[src/rtl/ghash_pkg.sv]
package ghash_pkg;
  localparam int unsigned GF_W = 128;
  typedef logic [GF_W-1:0] gf_t;

  // Reduction constant: x^128 = x^7 + x^2 + x + 1, expressed in reflected order
  localparam gf_t GF_RED = {8'hE1, 120'h0};

  // Multiply a field element by x (one step toward higher powers)
  function automatic gf_t gf_times_x(input gf_t v);
    gf_t shifted;
    shifted = v >> 1;
    if (v[0]) shifted = shifted ^ GF_RED;
    return shifted;
  endfunction

  // One multiply iteration: conditionally add the multiplicand to the sum
  function automatic gf_t gf_add_term(input gf_t sum, input gf_t mcand, input logic take);
    return take ? (sum ^ mcand) : sum;
  endfunction
endpackage

[src/rtl/ghash_operand_sel.sv]
module ghash_operand_sel #(
  parameter int ELEM_W = 32,
  parameter int ELEMS  = 4
) (
  input  logic                      accumulate,
  input  logic [ELEM_W*ELEMS-1:0]   prev_hash,
  input  logic [ELEM_W*ELEMS-1:0]   cipher_blk,
  output logic [ELEM_W*ELEMS-1:0]   operand
);
  for (genvar e = 0; e < ELEMS; e++) begin : g_elem
    logic [ELEM_W-1:0] fold;
    assign fold = accumulate ? cipher_blk[e*ELEM_W +: ELEM_W] : '0;
    assign operand[e*ELEM_W +: ELEM_W] = prev_hash[e*ELEM_W +: ELEM_W] ^ fold;
  end
endmodule

[src/rtl/ghash_sequencer.sv]
module ghash_sequencer #(
  parameter int W = 128
) (
  input  logic clk,
  input  logic rst_n,
  input  logic start,
  output logic accept,
  output logic step,
  output logic last,
  output logic done
);
  localparam int CNT_W = $clog2(W);
  localparam logic [CNT_W-1:0] LAST_IDX = CNT_W'(W - 1);

  logic             busy;
  logic [CNT_W-1:0] cnt;

  assign accept = start && !busy;
  assign step   = busy;
  assign last   = busy && (cnt == LAST_IDX);

  always_ff @(posedge clk or negedge rst_n) begin
    if (!rst_n) begin
      busy <= 1'b0;
      cnt  <= '0;
      done <= 1'b0;
    end else begin
      done <= last;
      if (accept) begin
        busy <= 1'b1;
        cnt  <= '0;
      end else if (busy) begin
        cnt <= cnt + 1'b1;
        if (last) busy <= 1'b0;
      end
    end
  end

  // done follows the final iteration on the next edge
  a_r5_done_after_last: assert property (@(posedge clk) disable iff (!rst_n)
    last |=> done);
  // done never appears without a preceding busy cycle
  a_r5_done_needs_busy: assert property (@(posedge clk) disable iff (!rst_n)
    done |-> $past(busy));
  // done is a single-cycle pulse
  a_r6_done_pulse: assert property (@(posedge clk) disable iff (!rst_n)
    done |=> !done);
  // start during an operation neither restarts nor stalls the count
  a_r7_start_ignored: assert property (@(posedge clk) disable iff (!rst_n)
    (busy && start && !last) |=> (busy && cnt == $past(cnt) + 1'b1));
endmodule

[src/rtl/ghash_datapath.sv]
module ghash_datapath
  import ghash_pkg::*;
#(
  parameter int W = 128
) (
  input  logic         clk,
  input  logic         rst_n,
  input  logic         accept,
  input  logic         step,
  input  logic         last,
  input  logic [W-1:0] operand,
  input  logic [W-1:0] hash_key,
  output logic [W-1:0] mult_q,
  output logic [W-1:0] result
);
  gf_t mcand_q;
  gf_t sum_q;
  gf_t sum_next;

  assign sum_next = gf_add_term(sum_q, mcand_q, mult_q[W-1]);

  always_ff @(posedge clk or negedge rst_n) begin
    if (!rst_n) begin
      mult_q  <= '0;
      mcand_q <= '0;
      sum_q   <= '0;
      result  <= '0;
    end else if (accept) begin
      mult_q  <= operand;
      mcand_q <= hash_key;
      sum_q   <= '0;
    end else if (step) begin
      mult_q  <= mult_q << 1;
      mcand_q <= gf_times_x(mcand_q);
      sum_q   <= sum_next;
      if (last) result <= sum_next;
    end
  end

  // result only moves on the final iteration
  a_r6_result_hold: assert property (@(posedge clk) disable iff (!rst_n)
    !last |=> $stable(result));
  // a zero multiplier leaves the running sum untouched
  a_r9_zero_sum: assert property (@(posedge clk) disable iff (!rst_n)
    (step && !last && mult_q == '0 && sum_q == '0) |=> (sum_q == '0));
endmodule

[src/rtl/ghash_mul_unit.sv]
module ghash_mul_unit #(
  parameter int ELEM_W = 32,
  parameter int ELEMS  = 4
) (
  input  logic                    clk,
  input  logic                    rst_n,
  input  logic                    start,
  input  logic                    accumulate,
  input  logic [ELEM_W*ELEMS-1:0] prev_hash,
  input  logic [ELEM_W*ELEMS-1:0] cipher_blk,
  input  logic [ELEM_W*ELEMS-1:0] hash_key,
  output logic [ELEM_W*ELEMS-1:0] result,
  output logic                    done
);
  localparam int W = ELEM_W * ELEMS;

  logic         accept;
  logic         step;
  logic         last;
  logic [W-1:0] operand;
  logic [W-1:0] mult_q;

  ghash_operand_sel #(.ELEM_W(ELEM_W), .ELEMS(ELEMS)) u_sel (
    .accumulate (accumulate),
    .prev_hash  (prev_hash),
    .cipher_blk (cipher_blk),
    .operand    (operand)
  );

  ghash_sequencer #(.W(W)) u_seq (
    .clk    (clk),
    .rst_n  (rst_n),
    .start  (start),
    .accept (accept),
    .step   (step),
    .last   (last),
    .done   (done)
  );

  ghash_datapath #(.W(W)) u_dp (
    .clk      (clk),
    .rst_n    (rst_n),
    .accept   (accept),
    .step     (step),
    .last     (last),
    .operand  (operand),
    .hash_key (hash_key),
    .mult_q   (mult_q),
    .result   (result)
  );

  // plain multiply captures the operand untouched by the ciphertext
  a_r2_plain_capture: assert property (@(posedge clk) disable iff (!rst_n)
    (accept && !accumulate) |=> (mult_q == $past(prev_hash)));
  // accumulate form captures the XOR of hash and ciphertext
  a_r3_fold_capture: assert property (@(posedge clk) disable iff (!rst_n)
    (accept && accumulate) |=> (mult_q == ($past(prev_hash) ^ $past(cipher_blk))));
endmodule

[config.mk]
export PLATFORM = sky130hd
export DESIGN_NAME = ghash_mul_unit
export DESIGN_NICKNAME = d
export VERILOG_FILES = /design/src/rtl/ghash_pkg.sv /design/src/rtl/ghash_operand_sel.sv /design/src/rtl/ghash_sequencer.sv /design/src/rtl/ghash_datapath.sv /design/src/rtl/ghash_mul_unit.sv
export SDC_FILE = /design/constraint.sdc
export NUM_CORES = 1
export LEC_CHECK = 0
export BUFFER_PORTS_ARGS = -buffer_cell sky130_fd_sc_hd__buf_2
export CAP_MARGIN = 30
export CORE_MARGIN = 5
export CORE_UTILIZATION = 40
export DETAILED_ROUTE_END_ITERATION = 6
export SLEW_MARGIN = 10
export SYNTH_ARGS = -nofsm -noshare
export SYNTH_HDL_FRONTEND = slang
export SYNTH_HIERARCHICAL = 1
export SYNTH_SLANG_ARGS = --single-unit
export TNS_END_PERCENT = 20
[constraint.sdc]
create_clock -name clk -period 4 [get_ports clk]
set_input_delay 0.2 -clock clk [delete_from_list [all_inputs] [get_ports clk]]
set_output_delay 0.2 -clock clk [all_outputs]
set_load 0.02 [all_outputs]
==> results of run 1 <==
==> cell usage after synthesis (31+ instances only) <==
| cell type | instances |
|---|---|
| xor2_1 | 260 |
| nand3_1 | 130 |
| mux2i_1 | 256 |
| clkbuf_1 | 41 |
| buf_4 | 31 |
| o21ai_1 | 40 |
| buf_2 | 84 |
| nor2_1 | 129 |
| xnor2_1 | 129 |
| o21ai_0 | 345 |
| nand2_1 | 642 |
| dfrtp_1 | 521 |
==> sequential cells by signal (all words and copies together), names as in the netlist <==
signal and flops:
u_dp/result 128, u_dp/sum_q 128, u_seq/cnt 7, u_dp/mult_q 128, u_seq/step 1, u_seq/done 1
u_dp/mcand_q 128
==> per-layer routing <==
layer	vias up	global-route usage (%)	part of all wire (%)
met3	178	3.50	4.5
met5	-	0	0.067
li1	10200	-	-
met1	10000	25.3	42
met4	8	8.13	4.2
met2	586	34.3	49
==> metrics by stage <==
stage / hold slack, ps / utilization, %
floorplan: -95.6 / -
global placement: 323 / 44.7
detailed placement: 339 / 44.7
CTS: 0.0657 / 53.5
global route: 38.4 / 53.5
finish: 25.3 / 53.5
==> placed cells by master, fill, tap and decap left out, types with 12 or more instances in the layout <==
| cell type | Yosys | final |
|---|---|---|
| nand3_1 | 130 | 130 |
| mux2i_1 | 256 | 256 |
| clkbuf_16 | 0 | 58 |
| clkinv_2 | 0 | 12 |
| nor2_1 | 129 | 129 |
| xor2_1 | 260 | 260 |
| buf_4 | 31 | 17 |
| dlygate4sd3_1 | 0 | 354 |
| buf_12 | 0 | 12 |
| nand2_1 | 642 | 642 |
| o21ai_1 | 40 | 40 |
| o21ai_0 | 345 | 345 |
| clkbuf_8 | 0 | 14 |
| buf_2 | 84 | 514 |
| dfrtp_1 | 521 | 519 |
| xnor2_1 | 129 | 129 |
==> worst max-delay path by stage <==
stage	slack, ps	from	endpoint
final	1420	u_seq/cnt[0]$_DFFE_PN0P_	u_dp/result[104]$_DFFE_PN0P_
after global routing	1190	u_seq/cnt[0]$_DFFE_PN0P_	u_dp/result[83]$_DFFE_PN0P_
after CTS	1370	u_seq/step$_DFF_PN0_	u_dp/sum_q[46]$_DFFE_PN0P_
after detailed placement	1380	u_seq/step$_DFF_PN0_	u_dp/sum_q[46]$_DFFE_PN0P_
after global placement	1430	u_seq/step$_DFF_PN0_	u_dp/sum_q[30]$_DFFE_PN0P_
after floorplan	2140	u_seq/cnt[0]$_DFFE_PN0P_	u_dp/result[100]$_DFFE_PN0P_
==> power groups by stage <==
stage	combinational [uW]	sequential, uW	clock (uW)
finish	5740	8740	5710
global route	6450	9000	6080
CTS	5790	8750	5880
detailed placement	5420	8820	0
global placement	5270	8730	0
floorplan	3430	8880	0
==> critical path, delay by kind of cell (launching register included) <==
family | cells | cell delay, ps
buffers and inverters | 1 | 470
adders and majority gates | 1 | 230
and+or+nand+nor | 5 | 1230
DFF | 1 | 390
AOI/OAI and AO/OA | 1 | 80
==> final cells by class <==
class	instances	area, um2	share of cell area [%]
Antenna cell	2	5.00	0.0146
Multi-Input combinational cell	1946	11600	33.7
Timing Repair Buffer	899	6530	19.0
Clock buffer	83	1690	4.91
Sequential cell	521	13000	38.0
Inverter	1	11.3	0.0328
Tap cell	855	1070	3.12
Clock inverter	26	390	1.14
==> logic make-up after synthesis <==
group	share of synthesized area, %
mux	10.0
xor+xnor	13.2
buf+inv	4.45
fa+ha+maj	0.0486
flops	50.6
simple gates	14.0
compound gates	7.66
==> key figures, run 1 <==
Routing
  • Iter 0 DRT Violations: 1233
  • DRT antenna net count: 0
  • Drt pass-1 iters: 5
  • DR DRC count: 0
  • Vias per inst: 4.86
  • Vias: 21100
  • Total Wirelength: 71700 um
  • Drt wl/cell: 16.5 um

Timing
  • Worst-margin pin slew: 1510 ps
  • Setup TNS: 0 ps
  • Post-layout minimum cycle time: 2580 ps
  • Post-route clock period utilization: 64.5%
  • Worst slew margin: -0.356%
  • Slew Limit Fails: 38
  • Fin. Hold Viols: 0
  • Final setup viols: 0
  • RSZ-0062 raised after global routing: no
  • Final WS setup: 1420 ps
  • Max frequency: 0.388 GHz
  • Post-route clock skew: 17.9 ps

Worst hold path
  • Hold Path End: u_dp/mult_q[11]$_DFFE_PN0P_
  • WHS Path Cells: 5
  • Hold Path Class: input port to flop
  • HP Start: cipher_blk[11]

Global routing
  • First-pass GRT wire length: 116000 um
  • Total GRT Usage: 20.0%
  • Grt total ovfl: 0
  • Largest net degree at the start of global routing: 228
  • Vias in the first global route: 22300
  • Initial antenna violation count: 6

Clock network
  • Num Clock Sinks: 521
  • H-Tree Depth: 2
  • Worst-Skew Late Latency: 620 ps
  • TritonCTS clock tree: done
  • Setup bufs post-CTS: 0
  • Clock transition at path regs: 60 ps
  • Cts bufs inserted: 58
  • CTS Hold Buffers Added: 354
  • Root buf cell: clkbuf_16
  • CTS-repair resized insts: 0
  • Clock buffer depth: 3

Placed design
  • DP HPWL: 46800 um
  • Setup Slack @ Placement: 1380 ps
  • # port buffers: 516
  • GP Congestion: 0.871
  • Post-placement cell count: 3867
  • Post-DP Area: 28700 um2

Critical path
  • CP cell instances: ha_1 > nand4_1 > nor2_2 > and2_1 > nand3b_4 > buf_12 > nand2_1 > o21ai_1
  • Max stage delay cell, worst path: nand3b_4
  • Critical Path RT: 4470 ps
  • Critical path startpoint category: flop
  • R2R Path End: u_dp/result[104]$_DFFE_PN0P_
  • FF-to-FF Start: u_seq/cnt[0]$_DFFE_PN0P_
  • Critical path arrival: 3050 ps
  • Crit path max fanout: 84
  • Reg2Reg Setup Slack: 1420 ps
  • Kind of critical path: flop to flop
  • R2r worst-path depth: 8
  • CP Capture Type: flop
  • Critical path's largest stage delay: 610 ps

Floorplanning
  • Die area: 69500 um2
  • FP Rows: 93
  • # IOs: 517
  • Die Y: 264 um
  • Die W: 264 um
  • Total core area: 64100 um2
  • Starting Density: 40.2%

Yosys
  • Top cells by area, synth: dfrtp_1 (51%), mux2i_1 (10%), nand2_1 (9.4%)
  • Cell taking the most area after synthesis: dfrtp_1
  • Net Count, Synth: 3043
  • Ys async rst share: 100%
  • Syn_area_per_cell: 9.70 um2
  • Sequential share of the synthesized area: 50.6%
  • Yosys reg bits: 521
  • Unique cell type count in the Yosys netlist: 27
  • Post-synth EDFFs: 0
  • Cells after Synth: 2654
  • Synth warn: 6
  • Dominant synthesized flop cell: dfrtp_1
  • Synth Cell Area: 25700 um2
  • Yosys top cell area share: 50.6%

Power
  • PwrDens: 588 nW/um2
  • Switching Fraction: 34.1%
  • Overall Power: 20200 uW
  • Flop pwr share: 43.3%
  • Comb power frac: 28.4%
  • Int Pwr: 13300 uW
  • Peak supply drop: 330 uV
  • Clock share of power: 28.3%
  • Leak: 0.0171 uW
  • Switching Power: 6890 uW

Finish
  • Fill cells: 5545
  • Finished Layout Cells: 4333
  • Design Area, Final: 34300 um2
  • Total Nets Final: 3816
  • Share of cells above drive strength 1: 18.7%
  • Area growth syn-to-layout: 33.2%

Outcome
  • Failing checks: slew limit
  • Status: complete, but fails checks

Run
  • Max Cap Viol: 0
(Power assumes the default switching activity.)
==> run 2, diff against run 1 <==
Clock period 4 ns to 2.25 ns, I/O delays scaled along.
==> run 2 against run 1 <==
The flow now finishes without violations. Clock skew up 7.5 ps. Worst setup slack worse by 1200 ps. Routed wire length down 0.24%. Via count up 0.72%. Clock-buffer cell count down 4. Power up 76%. Critical path type unchanged. Clock power up 70%. Final cell count up 1.0%. Hold slack better by 3.0 ps.
==> key figures, run 2 (synthesized netlist as in run 1, its figures left out) <==
Outcome
  • Status: completed

Run
  • Max Cap Viol: 0

Clock network
  • TritonCTS clock tree: done
  • Clock buffer depth: 3
  • Clock transition at path regs: 60 ps
  • Num Clock Sinks: 521
  • Worst-Skew Late Latency: 620 ps
  • Root buf cell: clkbuf_16
  • Cts bufs inserted: 56
  • H-Tree Depth: 2

Global routing
  • Largest net degree at the start of global routing: 168
  • Initial antenna violation count: 8
  • Vias in the first global route: 22100
  • Grt total ovfl: 0
  • First-pass GRT wire length: 116000 um
  • Total GRT Usage: 19.9%

Timing
  • Hold Slack: 28.3 ps
  • RSZ-0062 raised after global routing: no
  • Post-layout minimum cycle time: 2010 ps
  • Worst slew margin: 24.3%
  • Final WS setup: 240 ps
  • Post-route clock period utilization: 89.3%
  • Post-route clock skew: 25.4 ps
  • Setup TNS: 0 ps
  • Max frequency: 0.498 GHz
  • Worst-margin pin slew: 1140 ps
  • Fin. Hold Viols: 0
  • Final setup viols: 0
  • Slew Limit Fails: 0

Placed design
  • GP Congestion: 0.887
  • # port buffers: 516
  • DP HPWL: 47500 um
  • Post-DP Area: 28900 um2
  • Setup Slack @ Placement: 231 ps

Routing
  • Drt pass-1 iters: 5
  • Drt wl/cell: 16.3 um
  • DRT antenna net count: 0
  • Total Wirelength: 71500 um
  • Iter 0 DRT Violations: 1126
  • Vias: 21200
  • DR DRC count: 0
  • Vias per inst: 4.85

Power
  • Overall Power: 35500 uW
  • Leak: 0.0173 uW
  • PwrDens: 1020 nW/um2
  • Peak supply drop: 589 uV

Critical path
  • Kind of critical path: flop to flop
  • Crit path max fanout: 76
  • FF-to-FF Start: u_seq/step$_DFF_PN0_
  • Critical Path RT: 2710 ps
  • Critical path arrival: 2470 ps
  • CP Capture Type: flop
  • Critical path startpoint category: flop
  • Worst Setup SP: u_seq/step$_DFF_PN0_

Worst hold path
  • Hold Path Class: input port to asynchronous set/reset pin

Finish
  • Most frequent cells in the layout: nand2_1 (642), dfrtp_1 (519), buf_2 (514)
  • Most common cell after layout, fill and taps aside: nand2_1
  • Fill cells: 5544
  • Share of cells above drive strength 1: 18.9%
  • Total Nets Final: 3866
  • Design Area, Final: 34800 um2
  • Register area: 13000 um2
  • Multi-input gate area: 11600 um2
  • Area growth syn-to-layout: 35.0%

Floorplanning
  • Die area: 69500 um2
  • Die Y: 264 um
  • Starting Density: 40.2%
  • FP Rows: 93
  • Total core area: 64100 um2
  • Die W: 264 um
  • # IOs: 517
run 2: changes by cell type in the layout (fill, tap and decap cells not counted), sizes merged:
cell | before | now
clkinv | 14 | 9
buf | 545 | 567
clkinvlp | 2 | 3
clkbuf | 83 | 79
bufinv | 9 | 7
inv | 2 | 3
dlygate4sd3 | 354 | 384
diode | 2 | 4
run 2: worst max-delay path: stages, from the launching register on:
cell and delay, ps:
dfrtp_4 450, buf_12 390, buf_4 560, nand3_1 170
xor2_1 180, nor2_1 60
run 2: final cells by class:
cell class                      count  share of cell area (%)
Multi-Input combinational cell   1946                    33.3
Antenna cell                        4                  0.0288
Clock buffer                       79                    4.72
Tap cell                          855                    3.08
Sequential cell                   521                    37.5
Inverter                            1                  0.0324
Timing Repair Buffer              951                    20.4
Clock inverter                     21                   0.914
run 2: timing repair:
| action | 4_1_cts | 5_1_grt |
|---|---|---|
| setup buffers | 0 | 0 |
| setup endpoints to repair | 0 | 0 |
| gates resized for setup | 0 | 0 |
| hold endpoints to repair | 604 | 0 |
| hold buffers | 384 | 0 |
run 2: through the flow:
stage,std cells,util (%)
floorplan,2654,-
global placement,3890,45.1
detailed placement,3890,45.1
CTS,4374,54.2
global route,4378,54.2
finish,4378,54.2
run 2: worst paths after layout:
kind	to	slack, ps	depth (start not counted)
worst max-delay path	u_dp/sum_q[40]$_DFFE_PN0P_	240	5
worst min-delay path	u_dp/mult_q[87]$_DFFE_PN0P_	30	2
worst max register to register	u_dp/sum_q[40]$_DFFE_PN0P_	240	5
worst min register to register	u_dp/result[0]$_DFFE_PN0P_	470	2
max in group asynchronous	u_dp/mcand_q[43]$_DFFE_PN0P_	1370	3
min in group clk	u_dp/mult_q[126]$_DFFE_PN0P_	30	5
run 2: per-layer routing:
layer / share of wire [%] / wire (um) / GRT usage [%] / vias to the layer above
met3: 5.2 / 3730 / 3.82 / 156
met4: 3.7 / 2620 / 7.09 / 6
li1: - / - / - / 10300
met5: 0.057 / 41 / 0 / -
met1: 42 / 29800 / 24.9 / 10100
met2: 49 / 35300 / 34.5 / 577
run 2: where the power goes:
part | switching [uW] | internal, uW
Clock | 3830 | 5870
Sequential | 2840 | 12700
Combinational | 5460 | 4810
==> run 3, diff against run 2 <==
Settings changed: CTS_BUF_LIST from default to sky130_fd_sc_hd__clkbuf_4 sky130_fd_sc_hd__clkbuf_8 sky130_fd_sc_hd__clkbuf_16.
Clock period 2.25 ns to 2.55 ns, I/O delays scaled along.
==> run 3 against run 2 <==
Critical path depth rose by 1. Non-clock buffer count fell by 11. Final area fell by 0.30%. Critical endpoint is now u_dp/result[116]$_DFFE_PN0P_.
==> key figures, run 3 (synthesized netlist as in run 1, its figures left out) <==
Timing
  • Fin. Hold Viols: 0
  • Final WS setup: 535 ps
  • Post-route clock period utilization: 79.0%
  • RSZ-0062 raised after global routing: no
  • Worst slew margin: 35.0%
  • Final setup viols: 0
  • Max frequency: 0.496 GHz
  • Post-layout minimum cycle time: 2010 ps
  • Setup TNS: 0 ps
  • Post-route clock skew: 22.2 ps
  • Worst-margin pin slew: 975 ps
  • Slew Limit Fails: 0

Clock network
  • Worst-Skew Late Latency: 610 ps
  • H-Tree Depth: 2
  • Cts bufs inserted: 56
  • Num Clock Sinks: 521
  • Root buf cell: clkbuf_16
  • TritonCTS clock tree: done
  • Clock transition at path regs: 60 ps
  • Setup bufs post-CTS: 0
  • Clock buffer depth: 3

Floorplanning
  • Total core area: 64100 um2
  • FP Rows: 93
  • Starting Density: 40.2%
  • Die area: 69500 um2
  • # IOs: 517
  • Die W: 264 um
  • Die Y: 264 um

Critical path
  • CP cell instances: nand2b_1 > inv_8 > nand3b_4 > buf_12 > nand2_1 > o21ai_1
  • Reg2Reg Setup Slack: 540 ps
  • Max stage delay cell, worst path: dfrtp_4
  • Critical Path RT: 3070 ps
  • Crit path max fanout: 82
  • Critical path arrival: 2530 ps
  • Kind of critical path: flop to flop
  • CP Capture Type: flop
  • FF-to-FF Start: u_seq/step$_DFF_PN0_
  • End of the critical path: u_dp/result[116]$_DFFE_PN0P_
  • Critical path startpoint category: flop
  • Critical path's largest stage delay: 550 ps
  • R2r worst-path depth: 6
  • R2R Path End: u_dp/result[116]$_DFFE_PN0P_
  • Worst Setup SP: u_seq/step$_DFF_PN0_

Routing
  • Vias per inst: 4.88
  • Total Wirelength: 72600 um
  • Drt pass-1 iters: 5
  • Vias: 21300
  • Iter 0 DRT Violations: 1146
  • DR DRC count: 0
  • DRT antenna net count: 0
  • Drt wl/cell: 16.6 um

Run
  • Max Cap Viol: 0

Worst hold path
  • Hold Path Class: input port to flop

Finish
  • Total Nets Final: 3855
  • Fill cells: 5546
  • Area growth syn-to-layout: 34.6%
  • Fin util: 54.0%
  • Share of cells above drive strength 1: 19.0%
  • Most frequent cells in the layout: nand2_1 (642), dfrtp_1 (519), buf_2 (514)
  • Most common cell after layout, fill and taps aside: nand2_1

Power
  • Leak: 0.0173 uW
  • Peak supply drop: 607 uV
  • PwrDens: 897 nW/um2

Placed design
  • # port buffers: 516
  • Setup Slack @ Placement: 553 ps
  • GP Congestion: 0.874
  • DP HPWL: 47100 um

Global routing
  • First-pass GRT wire length: 118000 um
  • Vias in the first global route: 22500
  • Total GRT Usage: 20.4%
  • Largest net degree at the start of global routing: 152
  • Grt total ovfl: 0
  • Initial antenna violation count: 9

Outcome
  • Status: completed
-- run 3: cell types whose count changed in the layout (fill, tap and decap cells not counted) --
cell,change
clkbuf_4,+18
buf_4,-12
clkbuf_1,-9
clkbuf_8,-4
bufinv_16,-3
clkinvlp_4,-3
buf_12,+2
clkinv_2,+2
inv_16,-2
clkbuf_16,+1
clkinv_8,+1
diode_2,+1
dlygate4sd3_1,-1
inv_6,+1
-- run 3: worst min-delay path by stage --
stage	start	endpoint	slack (ps)	cells past startpoint
floorplan	rst_n	u_dp/mcand_q[0]$_DFFE_PN0P_	-170	0
global placement	rst_n	u_dp/mult_q[91]$_DFFE_PN0P_	140	1
detailed placement	rst_n	u_dp/mult_q[91]$_DFFE_PN0P_	140	1
CTS	cipher_blk[65]	u_dp/mult_q[65]$_DFFE_PN0P_	5	5
global route	cipher_blk[65]	u_dp/mult_q[65]$_DFFE_PN0P_	30	5
finish	cipher_blk[65]	u_dp/mult_q[65]$_DFFE_PN0P_	60	5
-- run 3: worst max-delay path: cells and delay by family, from the launching register on --
kind	cells	cell delay, ps
buf+inv	2	530
compound gates	1	100
simple gates	3	690
flops	1	550
-- run 3: report_power, final --
part	leakage (uW)	internal [uW]	switching, uW
clock network	0.000973	5020	3310
registers	0.00649	11200	2430
logic	0.00985	4200	4890
-- run 3: timing repair --
| action | in CTS | in global routing |
|---|---|---|
| hold buffers | 383 | 0 |
| resized for setup | 0 | 0 |
| endpoints found under the hold margin | 506 | 0 |
-- run 3: final cells by class --
cell class / instances / area [um2] / area share, %
Multi-Input combinational cell: 1946 / 11600 / 33.4
Antenna cell: 5 / 12.5 / 0.0361
Inverter: 1 / 11.3 / 0.0325
Clock inverter: 17 / 200 / 0.578
Timing Repair Buffer: 940 / 7020 / 20.3
Sequential cell: 521 / 13000 / 37.6
Tap cell: 855 / 1070 / 3.09
Clock buffer: 85 / 1710 / 4.94
-- run 3: per-layer routing --
metal | up-vias | part of all wire (%) | track usage [%]
met4 | 6 | 4.4 | 8.53
met3 | 187 | 4.9 | 3.88
met1 | 10200 | 42 | 25.8
li1 | 10300 | - | -
met5 | - | 0.054 | 0
met2 | 593 | 49 | 34.4
-- run 3: through the flow --
stage | hold slack, ps | power [uW] | cells | instance area [um2]
after floorplan | -168 | 19300 | 2654 | 25700
after global placement | 140 | 21900 | 3880 | 28900
after detailed placement | 143 | 22300 | 3880 | 28900
after CTS | 5.11 | 31400 | 4365 | 34600
after global routing | 27.2 | 33200 | 4370 | 34600
final | 55.4 | 31100 | 4370 | 34600
